### config.mk
export PLATFORM = sky130hd
export DESIGN_NAME = clk_synth_guard
export DESIGN_NICKNAME = d
export VERILOG_FILES = /design/src/rtl/csu_pkg.sv /design/src/rtl/csu_feed_seq.sv /design/src/rtl/csu_range_check.sv /design/src/rtl/clk_synth_guard.sv
export SDC_FILE = /design/constraint.sdc
export NUM_CORES = 1
export LEC_CHECK = 0
export BUFFER_PORTS_ARGS = -buffer_cell sky130_fd_sc_hd__buf_2
export CAP_MARGIN = 20
export CORE_UTILIZATION = 50
export CTS_CLUSTER_DIAMETER = 60
export DETAILED_ROUTE_END_ITERATION = 6
export PLACE_DENSITY = 0.65
export SLEW_MARGIN = 40
export SYNTH_ARGS = -nofsm -noshare
export SYNTH_HDL_FRONTEND = slang
export SYNTH_SLANG_ARGS = --single-unit
### constraint.sdc
create_clock -name clk -period 16.4 [get_ports clk]
set_input_delay 0.82 -clock clk [delete_from_list [all_inputs] [get_ports clk]]
set_output_delay 0.82 -clock clk [all_outputs]
set_load 0.05 [all_outputs]
### src/rtl/csu_pkg.sv
package csu_pkg;
    // Field widths of the configuration word.
    localparam int MULT_W = 5;
    localparam int DSEL_W = 2;
    localparam int DATA_W = 8;
    localparam int ADDR_W = 2;

    // Register addresses.
    localparam logic [ADDR_W-1:0] A_CTL  = 2'd0;
    localparam logic [ADDR_W-1:0] A_CFG  = 2'd1;
    localparam logic [ADDR_W-1:0] A_FEED = 2'd2;

    // Unlock bytes, in the order they must arrive.
    localparam logic [DATA_W-1:0] KEY_FIRST  = 8'hAA;
    localparam logic [DATA_W-1:0] KEY_SECOND = 8'h55;

    typedef struct packed {
        logic [DSEL_W-1:0] dsel;
        logic [MULT_W-1:0] mraw;
    } syn_cfg_t;

    typedef struct packed {
        logic conn;
        logic en;
    } syn_ctl_t;
endpackage

### src/rtl/csu_feed_seq.sv
// Unlock sequencer. It arms on a first-key feed write and fires commit
// when the very next bus write is the second key to the feed address.
// Any other write while armed raises abort. Assumes one bus write per cycle.
module csu_feed_seq
    import csu_pkg::*;
(
    input  logic              clk,
    input  logic              rst_n,
    input  logic              acc_i,
    input  logic              is_feed_i,
    input  logic [DATA_W-1:0] data_i,
    output logic              armed_o,
    output logic              commit_o,
    output logic              abort_o
);
    logic armed_q;

    // Armed state: set by a first key when idle, cleared by any write when armed.
    always_ff @(posedge clk) begin
        if (!rst_n)
            armed_q <= 1'b0;
        else if (acc_i)
            armed_q <= !armed_q && is_feed_i && (data_i == KEY_FIRST);
    end

    // Outcome of the write that follows the first key.
    always_comb begin
        commit_o = armed_q && acc_i && is_feed_i && (data_i == KEY_SECOND);
        abort_o  = armed_q && acc_i && !commit_o;
    end

    assign armed_o = armed_q;

    // Armed state lasts at most until the next write.
    p_arm_once_r4: assert property (@(posedge clk) disable iff (!rst_n)
        (armed_q && acc_i) |=> !armed_q);
endmodule

### src/rtl/csu_range_check.sv
// Frequency window check for one multiplier/divider pair.
// Assumes REF_KHZ is itself a legal reference (10000..25000 kHz).
// Arithmetic is 32 bits wide, which is ample for 25000 x 32 x 16.
module csu_range_check
    import csu_pkg::*;
#(
    parameter int REF_KHZ = 12000,
    parameter int OUT_MIN = 10000,
    parameter int OUT_MAX = 60000,
    parameter int OSC_MIN = 156000,
    parameter int OSC_MAX = 320000
) (
    input  syn_cfg_t cfg_i,
    output logic     ok_o
);
    logic [31:0] mult_v, div_v, out_v, osc_v;

    // Decode the pair, then derive output and oscillator frequencies in kHz.
    always_comb begin
        mult_v = 32'(cfg_i.mraw) + 32'd1;
        div_v  = 32'd2 << cfg_i.dsel;
        out_v  = 32'(REF_KHZ) * mult_v;
        osc_v  = out_v * div_v;
        ok_o   = (out_v >= 32'(OUT_MIN)) && (out_v <= 32'(OUT_MAX)) &&
                 (osc_v >= 32'(OSC_MIN)) && (osc_v <= 32'(OSC_MAX));
    end
endmodule

### src/rtl/clk_synth_guard.sv
// Protected configuration unit for a clock multiplier.
// Bus writes land in staging registers. A completed feed copies them to the
// active registers, and an illegal multiplier/divider pair is refused.
// Assumes single-cycle writes with no read path; the active state is on ports.
module clk_synth_guard
    import csu_pkg::*;
#(
    parameter int REF_KHZ = 12000
) (
    input  logic              clk,
    input  logic              rst_n,
    input  logic              wr_en_i,
    input  logic [ADDR_W-1:0] addr_i,
    input  logic [DATA_W-1:0] wdata_i,
    input  logic              lock_i,
    output logic              en_o,
    output logic              connect_o,
    output logic [MULT_W-1:0] mult_o,
    output logic [DSEL_W-1:0] dsel_o,
    output logic              cfg_err_o
);
    localparam int CFG_W = MULT_W + DSEL_W;

    syn_ctl_t stg_ctl, act_ctl;
    syn_cfg_t stg_cfg, act_cfg;
    logic     err_q;
    logic     armed, commit, abort;
    logic     stg_ok, act_ok;

    csu_feed_seq u_feed (
        .clk       (clk),
        .rst_n     (rst_n),
        .acc_i     (wr_en_i),
        .is_feed_i (addr_i == A_FEED),
        .data_i    (wdata_i),
        .armed_o   (armed),
        .commit_o  (commit),
        .abort_o   (abort)
    );

    csu_range_check #(.REF_KHZ(REF_KHZ)) u_chk_stg (
        .cfg_i (stg_cfg),
        .ok_o  (stg_ok)
    );

    csu_range_check #(.REF_KHZ(REF_KHZ)) u_chk_act (
        .cfg_i (act_cfg),
        .ok_o  (act_ok)
    );

    // Staging registers: take idle-time writes, reload on abort or commit.
    always_ff @(posedge clk) begin
        if (!rst_n) begin
            stg_ctl <= '0;
            stg_cfg <= '0;
        end else if (abort) begin
            stg_ctl <= act_ctl;
            stg_cfg <= act_cfg;
        end else if (commit) begin
            if (!stg_ok)
                stg_cfg <= act_cfg;
        end else if (wr_en_i && !armed) begin
            if (addr_i == A_CTL)
                stg_ctl <= syn_ctl_t'(wdata_i[1:0]);
            else if (addr_i == A_CFG)
                stg_cfg <= syn_cfg_t'(wdata_i[CFG_W-1:0]);
        end
    end

    // Active registers and error flag: updated only by a commit.
    always_ff @(posedge clk) begin
        if (!rst_n) begin
            act_ctl <= '0;
            act_cfg <= '0;
            err_q   <= 1'b0;
        end else if (commit) begin
            act_ctl <= stg_ctl;
            if (stg_ok) begin
                act_cfg <= stg_cfg;
                err_q   <= 1'b0;
            end else begin
                err_q   <= 1'b1;
            end
        end
    end

    // Output drive; the clock is selected only when locked and enabled.
    always_comb begin
        en_o      = act_ctl.en;
        connect_o = act_ctl.en && act_ctl.conn && lock_i;
        mult_o    = act_cfg.mraw;
        dsel_o    = act_cfg.dsel;
        cfg_err_o = err_q;
    end

    // Active pair moves only on a commit.
    p_cfg_hold_r3: assert property (@(posedge clk) disable iff (!rst_n)
        !commit |=> $stable(act_cfg));

    // Control word moves only on a commit.
    p_ctl_hold_r2: assert property (@(posedge clk) disable iff (!rst_n)
        !commit |=> $stable(act_ctl));

    // Any new active pair lies inside both windows.
    p_cfg_legal_r6: assert property (@(posedge clk) disable iff (!rst_n)
        !$stable(act_cfg) |-> act_ok);

    // A refused pair leaves the active pair alone and flags it.
    p_reject_keeps_r7: assert property (@(posedge clk) disable iff (!rst_n)
        (commit && !stg_ok) |=> ($stable(act_cfg) && cfg_err_o));

    // Connection requires enable and lock.
    p_connect_gated_r8: assert property (@(posedge clk) disable iff (!rst_n)
        connect_o |-> (en_o && lock_i));
endmodule

After elaboration in Yosys (flattened, before gate mapping)
Index checks and enable logic that the tools add are counted.
{"block": "word_totals", "register_bits": 20, "output_inout_bits": 10}
{"block": "classes", "addsub": 1, "n_mul": 2, "n_lt_le_gt_ge": 4, "n_eq_ne": 6, "shifts": 1, "n_mux": 11, "reduce_logical": 21}
{"operator": "two-way mux 7 bit", "count": 6}
{"operator": ">= comparator 32 x 14 -> 1 bit, second input constant", "count": 1}
{"operator": ">= comparator 32 x 18 -> 1 bit, second input constant", "count": 1}
{"operator": "less-or-equal comparator 32 x 16 -> 1 bit, second input constant", "count": 1}
{"operator": "less-or-equal comparator 32 x 19 -> 1 bit, second input constant", "count": 1}
{"operator": "multiplier 27 x 32 -> 27 bit", "count": 1}
{"operator": "multiplier 9 x 32 -> 27 bit, first input constant", "count": 1}
{"operator": "<< shifter 2 x 2 -> 32 bit, first input constant", "count": 1}
{"operator": "logical AND 1 bit", "count": 12}
{"operator": "== test 8 x 7 -> 1 bit, second input constant", "count": 1}
{"operator": "== test 8 bit, second input constant", "count": 1}
{"operator": "two-way mux 2 bit", "count": 4}
{"operator": "adder 5 x 1 -> 6 bit, second input constant", "count": 1}
{"operator": "AND reduction 3 bit", "count": 2}
{"operator": "nonzero test 3 bit", "count": 2}
{"operator": "nonzero test 2 bit", "count": 2}
{"operator": "!= test 3 bit, second input constant", "count": 1}
{"operator": "== test 2 x 1 -> 1 bit, second input constant", "count": 1}
{"operator": "== test 2 bit, second input constant", "count": 1}
{"operator": "logical NOT 1 bit", "count": 2}
{"operator": "logical NOT 2 bit", "count": 1}
{"operator": "!= test 2 x 1 -> 1 bit, second input constant", "count": 1}
{"operator": "two-way mux 1 bit", "count": 1}

Logic depth before layout (Yosys ltp)
Gate-level depths: netlist of the first run.
{"block": "logic_depth", "ltp_word": 9, "depth_mapped": 38}

By module
A second synthesis of the first run with hierarchy kept.
{"block": "unflattened", "cells_unflattened": 674, "area_unflattened_um2": 5590.4}
{"mod": "csu_range_check", "instances": 1, "cells_per_inst": 542, "area_each_um2": 4428.0, "seq_area_each_um2": 0.0}
{"mod": "clk_synth_guard", "instances": 1, "cells_per_inst": 119, "area_each_um2": 1047.3, "seq_area_each_um2": 380.4}
{"mod": "csu_feed_seq", "instances": 1, "cells_per_inst": 13, "area_each_um2": 115.1, "seq_area_each_um2": 20.0}

Worst setup path after synthesis of the first run
Ideal clock, no wire load.
{"block": "synth_path", "path_type": "reg-to-reg", "from": "register stg_cfg[1] (netlist name)", "to": "register stg_cfg[6] (netlist name)", "setup_ns": 0.116, "t_arrival_ns": 9.079, "required_ns": 16.284, "path_slack_ns": 7.204, "path_stages_with_launch": 36, "n_path_buf": 1, "period_less_slack_ns": 9.196, "path_cell_list": "dfxtp_1 ha_1 nand3_1 xnor2_1 inv_1 fa_1 fa_1 fa_1 inv_1 ha_1 a21o_1 a22o_1 o41ai_2 xnor2_1 nand2_1 fa_1 inv_1 ha_1 ha_1 ha_1 ha_1 inv_1 fa_1 fa_1 inv_1 ha_1 clkbuf_1 a21o_1 a31o_2 a211o_1 nand2_1 nand3_1 or4b_4 nor3_4 nor2_2 o211a_1"}
{"block": "synth_via", "elab_chain_len": 9, "elab_cells_between_ends": 13, "cone_classes": "add/sub: 1; mul: 2; order compare: 4; mux: 3; reduce/logical: 3"}
{"element": "start, declared", "line": "clk_synth_guard.sv:25", "text": "syn_cfg_t stg_cfg, act_cfg;"}
{"element": "start signal, assigned", "line": "clk_synth_guard.sv:58", "text": "stg_cfg <= act_cfg;"}
{"element": "start signal, assigned", "line": "clk_synth_guard.sv:61", "text": "stg_cfg <= act_cfg;"}
{"element": "start signal, assigned", "line": "clk_synth_guard.sv:66", "text": "stg_cfg <= syn_cfg_t'(wdata_i[CFG_W-1:0]);"}
{"element": "adder 5 x 1 -> 6 bit *", "line": "csu_range_check.sv:20", "text": "mult_v = 32'(cfg_i.mraw) + 32'd1;"}
{"element": "multiplier 9 x 32 -> 27 bit *", "line": "csu_range_check.sv:22", "text": "out_v = 32'(REF_KHZ) * mult_v;"}
{"element": "multiplier 27 x 32 -> 27 bit (tied with other cells)", "line": "csu_range_check.sv:23", "text": "osc_v = out_v * div_v;"}
{"element": ">= comparator 32 x 18 -> 1 bit or logical AND 1 bit (tied branches)", "line": "csu_range_check.sv:25, csu_range_check.sv:24"}
{"element": "logical AND 1 bit", "line": "csu_range_check.sv:24", "text": "ok_o = (out_v >= 32'(OUT_MIN)) && (out_v <= 32'(OUT_MAX)) &&"}
{"element": "logical AND 1 bit *", "line": "csu_range_check.sv:25", "text": "(osc_v >= 32'(OSC_MIN)) && (osc_v <= 32'(OSC_MAX));"}
{"element": "two-way mux 7 bit * (3 in series)"}
Mark *: on every way between the ends. The rest lies on a longest branch, timed or not.
A chain may end at the register's enable or synchronous reset.

Worst setup path in the final report of the first run
{"block": "layout_path", "from": "register stg_cfg[0] (netlist name)", "to": "register stg_cfg[6] (netlist name)"}
The elaborated chain is that of the path after synthesis.

==> impl_metrics.tcl, run 1 <==
set metrics [dict create \
    route.vias.total 4693 \
    antenna_found_initial 0 \
    p_total_mw 0.350 \
    worstSetupStartpoint "stg_cfg[0]" \
    cap_violations 0 \
    routed_wirelength_mm 12.3 \
    io_pins 24 \
    gr-total-overflow 0 \
    grt_pass1_wl_mm 21.6 \
    p_leak_nw 3.29 \
    synth.mux.area_fraction 0.0299 \
    final_common_cell "ha_1" \
    multi_input_area_um2 4840 \
    cp_slowest_cell "dfxtp_1" \
    core.rowCount 38 \
    yosysWarnings 0 \
    mostFrequentLayoutCells "ha_1 (124), inv_1 (107), nor2_1 (50)" \
    min_period_ps 10410 \
    synth_simple_gate_area_frac 0.179 \
    grt_pass1_vias 4824 \
    min_path_type "reg -> reg" \
    fmax_mhz 96.1 \
    avgSynthCellArea_um2 8.41 \
    ys.flop_type "dfxtp_1" \
    async_flop_share 0 \
    power_per_cell_area_nw_per_um2 58.1 \
    skew_ps 2.28 \
    root_buffer "clkbuf_16" \
    routedWlPerCell_um 14.9 \
    portBuffers 23 \
    peakVddDrop_mv 0.0706 \
    fillers 1041 \
    area_growth_pct 5.24 \
    place_congestion 0.859 \
    grt_max_degree 24 \
    nNetsFinal 872 \
    cts-htree-levels 1 \
    ant_nets 0 \
    status "completed" \
    drive_gt1_frac 0.0828 \
    seq_area_frac_synth 0.0699 \
    post_cts_buffers 0 \
    cts_tree "yes" \
    hpwl_mm 10.7 \
    diodes 0 \
    chipWidth_um 109 \
    register_area_um2 400 \
    path_max_fanout 14 \
    cts_made_buffers 3 \
    drtPass1Iterations 5 \
    via_per_inst 5.67 \
    drv_slew 0 \
    synth_xor_area_frac 0.0367 \
    die_area_um2 11900 \
    r2r-start "stg_cfg[0]" \
    clk_pin_slew_ps 60 \
    cts_max_path_buffers 2 \
    cp-start-kind "register" \
    drc 0 \
    grt_setup_unrepaired "no" \
    critical_path_class "reg -> reg" \
    worst_ep_arrival_time_ps 10550 \
    cpMostUsedCell "ha_1" \
    synth_edf_count 0 \
    tightest_slew_ps 699 \
    drt_iter0_markers 187 \
    yosys.area_share.adder 0.428 \
    period_share 0.635 \
    synth.cell_area_um2 5730 \
    synth_cell_types 78 \
    worstPathRequired_ps 16540 \
    critPathMaxStageDelay_ps 630 \
    synth_compound_area_frac 0.171 \
    fin_tns_setup_ps 0 \
    synthCells 681 \
    hold_path_startpoint "cfg_err_o" \
    clkLatencyLatePin_ps 250 \
    slew-limit-headroom 0.533 \
    clock_sinks 20 \
    dieHeight_um 109 \
    hold_buffers 0 \
    cp-end-kind "register" \
    start_util 0.522 \
    cts.repair.resized 0 \
    hold_viol 0 \
    coreArea_um2 11000 \
    ys_seq_elements 20 \
    syn_nets 864 \
    synth_top_family_by_area "adder cells" \
    setup_viol 0 \
    grt_usage 0.224 \
]
==> sequential cells by signal, summed over array words and instances, names as in the netlist <==
name,count
stg_cfg,7
stg_ctl,2
mult_o,5
en_o,1
dsel_o,2
u_feed.armed_o,1
cfg_err_o,1
act_ctl,1
==> path summary, 6_finish.rpt <==
kind              cells after the start          to  slack [ps]
setup / recovery                     34  stg_cfg[6]        5990
hold / removal                        2   cfg_err_o         500
setup reg to reg                     34  stg_cfg[6]        5990
hold reg to reg                       2   cfg_err_o         500
==> synthesized netlist by cell type (all sizes together) (4+ instances only) <==
| cell | n | share of area |
|---|---|---|
| ha | 124 | 0.27 |
| inv | 107 | 0.070 |
| nor2 | 51 | 0.034 |
| nand2 | 46 | 0.031 |
| fa | 45 | 0.16 |
| a21oi | 29 | 0.028 |
| o21ai | 22 | 0.020 |
| dfxtp | 20 | 0.070 |
| nor2b | 20 | 0.022 |
| clkbuf | 16 | 0.011 |
| mux2i | 16 | 0.028 |
| xnor2 | 14 | 0.021 |
| nand3 | 13 | 0.012 |
| and2 | 12 | 0.013 |
| a211oi | 11 | 0.016 |
| nor3 | 8 | 0.011 |
| or2 | 8 | 0.0092 |
| a21o | 7 | 0.0092 |
| o211ai | 7 | 0.0092 |
| o21a | 7 | 0.0092 |
| xor2 | 7 | 0.015 |
| nand2b | 6 | 0.0066 |
| a2111oi | 5 | 0.0090 |
| and3 | 5 | 0.0055 |
| buf | 5 | 0.0044 |
| nor3b | 5 | 0.0066 |
| o211a | 5 | 0.0087 |
| nand4 | 4 | 0.0044 |
| or3 | 4 | 0.0044 |
==> power by group <==
part           internal [mW]  leakage [nW]  total, mW  switching (mW)
Sequential            0.0496         0.162     0.0521         0.00245
Clock                 0.0371        0.0442     0.0544          0.0172
Combinational         0.0923          3.08      0.244           0.151
==> worst max-delay path: cells and delay by family, from the launching register on <==
kind                       cells  cell delay (ps)
AOI/OAI and AO/OA              7             1690
xor gates and xnor gates       2              670
adders and majority gates     13             5240
buffers and inverters          5              340
DFF                            1              630
and+or+nand+nor                7             1720
==> through the flow <==
step | cells | hold WS, ps | instance area [um2] | worst slack, ps | utilization
floorplan | 681 | 485 | 5730 | 7200 | -
global placement | 824 | 489 | 5940 | 6290 | 0.541
detailed placement | 824 | 499 | 5940 | 6040 | 0.541
CTS | 828 | 507 | 6030 | 5990 | 0.549
global route | 828 | 547 | 6030 | 5340 | 0.549
finish | 828 | 501 | 6030 | 5990 | 0.549
==> metal layers <==
metal | share of wire | global-route usage | vias up
li1 | - | - | 2363
met1 | 0.46 | 0.282 | 2261
met2 | 0.51 | 0.427 | 55
met3 | 0.014 | 0.00837 | 14
met4 | 0.012 | 0.0357 | 0
met5 | 0 | 0 | -
==> layout make-up <==
| type | instances | area share |
|---|---|---|
| Timing Repair Buffer | 24 | 0.0203 |
| Clock buffer | 4 | 0.0147 |
| Multi-Input combinational cell | 533 | 0.803 |
| Sequential cell | 20 | 0.0664 |
| Tap cell | 140 | 0.0290 |
| Inverter | 107 | 0.0666 |
==> logic make-up (layout without fill, tap and decap cells) <==
kind of cell,Yosys count,after routing
flops,20,20
simple gates,195,195
compound gates,131,131
fa+ha+maj,169,169
xor+xnor,21,21
buf+inv,128,135
mux,17,17
Note: power is estimated with default switching activity, not from simulation.
==> run 2: changes to the inputs <==
Settings changed: PLACE_DENSITY 0.65 to 0.67.
Clock period 16.4 ns to 9.4 ns, I/O delays scaled along.
==> impl_metrics.tcl, run 2 (synthesis gave the netlist of run 1 again) <==
set metrics [dict create \
    status "completed" \
    start_util 0.522 \
    critical_path_class "reg -> reg" \
    routedWlPerCell_um 15.2 \
    worst_ep_arrival_time_ps 9290 \
    fmax_mhz 110 \
    final_common_cell "ha_1" \
    whs_path_depth 2 \
    antenna_found_initial 0 \
    chipWidth_um 109 \
    coreArea_um2 11000 \
    cp-end-kind "register" \
    setup_viol 0 \
    hold-path-endpoint "cfg_err_o" \
    hold_path_startpoint "cfg_err_o" \
    root_buffer "clkbuf_16" \
    ant_nets 0 \
    hpwl_mm 10.9 \
    period_share 0.968 \
    cts_tree "yes" \
    cts_made_buffers 3 \
    worstPathRequired_ps 9590 \
    cts_max_path_buffers 2 \
    r2r_end "stg_cfg[1]" \
    hold_viol 0 \
    mostFrequentLayoutCells "ha_1 (108), inv_1 (104), nor2_1 (50)" \
    dieHeight_um 109 \
    grt_pass1_wl_mm 21.4 \
    routed_wirelength_mm 13.0 \
    tightest_slew_ps 724 \
    cap_violations 0 \
    gr-total-overflow 0 \
    core.rowCount 38 \
    power_per_cell_area_nw_per_um2 104 \
    fillers 961 \
    cp-start-kind "register" \
    regMostFlops "stg_cfg" \
    min_path_type "reg -> reg" \
    fin_tns_setup_ps 0 \
    hold_buffers 0 \
    grt_pass1_vias 4863 \
    path_max_fanout 6 \
    ff2ff_path_depth 38 \
    grt_max_degree 24 \
    grt_usage 0.221 \
    clock_sinks 20 \
    p_leak_nw 3.44 \
    p_total_mw 0.686 \
    diodes 0 \
    drive_gt1_frac 0.180 \
    largest_reg_flops 7 \
    die_area_um2 11900 \
    portBuffers 23 \
    r2r-start "stg_cfg[0]" \
    io_pins 24 \
    skew_ps 3.30 \
    cts-htree-levels 1 \
    drtPass1Iterations 4 \
    worstSetupStartpoint "stg_cfg[0]" \
    drc 0 \
    cp_slowest_cell "fa_2" \
    place_congestion 0.862 \
    clkLatencyLatePin_ps 250 \
    slew-limit-headroom 0.516 \
    clk_pin_slew_ps 60 \
    drt_iter0_markers 185 \
    area_growth_pct 14.8 \
    peakVddDrop_mv 0.140 \
    min_period_ps 9100 \
    route.vias.total 4856 \
    drv_slew 0 \
    register_area_um2 407 \
    multi_input_area_um2 5170 \
    critPathMaxStageDelay_ps 590 \
    r2r_slack_ps 300 \
    nNetsFinal 896 \
    via_per_inst 5.70 \
]
-- run 2: changes by cell type in the layout (fill, tap and decap cells not counted), sizes merged --
cell	change
clkbuf	-1
buf	+24
bufinv	+1
-- run 2: worst max-delay path: cells and delay by family, from the launching register on --
kind	cells	cell delay (ps)
simple gates	9	1980
flops	1	370
xor+xnor	1	210
compound gates	7	1110
buf+inv	8	770
fa+ha+maj	13	4590
-- run 2: worst max-delay path by stage --
stage | end | slack, ps | depth (start not counted)
after global placement | stg_cfg[4] | 170 | 35
final | stg_cfg[1] | 300 | 38
after global routing | stg_cfg[0] | -80 | 37
after detailed placement | stg_cfg[4] | -100 | 36
after floorplan | stg_cfg[6] | 200 | 35
after CTS | stg_cfg[4] | 50 | 37
-- run 2: report_power, final --
part	switching, mW	internal (mW)	total, mW
Combinational	0.281	0.196	0.478
Clock	0.0339	0.0845	0.118
Sequential	0.00354	0.0865	0.0901
-- run 2: cell type report --
class,count,area share
Timing Repair Buffer,48,0.0485
Clock buffer,3,0.0114
Multi-Input combinational cell,533,0.786
Inverter,107,0.0610
Sequential cell,20,0.0618
Tap cell,140,0.0266
Clock inverter,1,0.00456
-- run 2: timing repair --
action,in CTS,in global routing
pin swaps,3,29
cloned,0,0
endpoints found under the setup margin,14,15
resized for setup,2,56
setup buffers,2,4
-- run 2: metrics by stage --
| step | worst slack [ps] | instances | utilization | cell area (um2) | hold slack [ps] |
|---|---|---|---|---|---|
| floorplan | 204 | 681 | - | 5730 | 485 |
| finish | 298 | 852 | 0.599 | 6580 | 501 |
| CTS | 47.2 | 848 | 0.567 | 6220 | 504 |
| global placement | 167 | 842 | 0.554 | 6090 | 487 |
| global route | -78.0 | 852 | 0.599 | 6580 | 546 |
| detailed placement | -101 | 842 | 0.554 | 6090 | 496 |
-- run 2: layer usage --
metal | track usage | vias up | routed length (um) | share of wire
met5 | 0 | - | 0 | 0
met4 | 0.0473 | 0 | 157 | 0.012
met3 | 0.0137 | 15 | 365 | 0.028
met2 | 0.402 | 89 | 6720 | 0.52
met1 | 0.285 | 2349 | 5710 | 0.44
li1 | - | 2403 | - | -
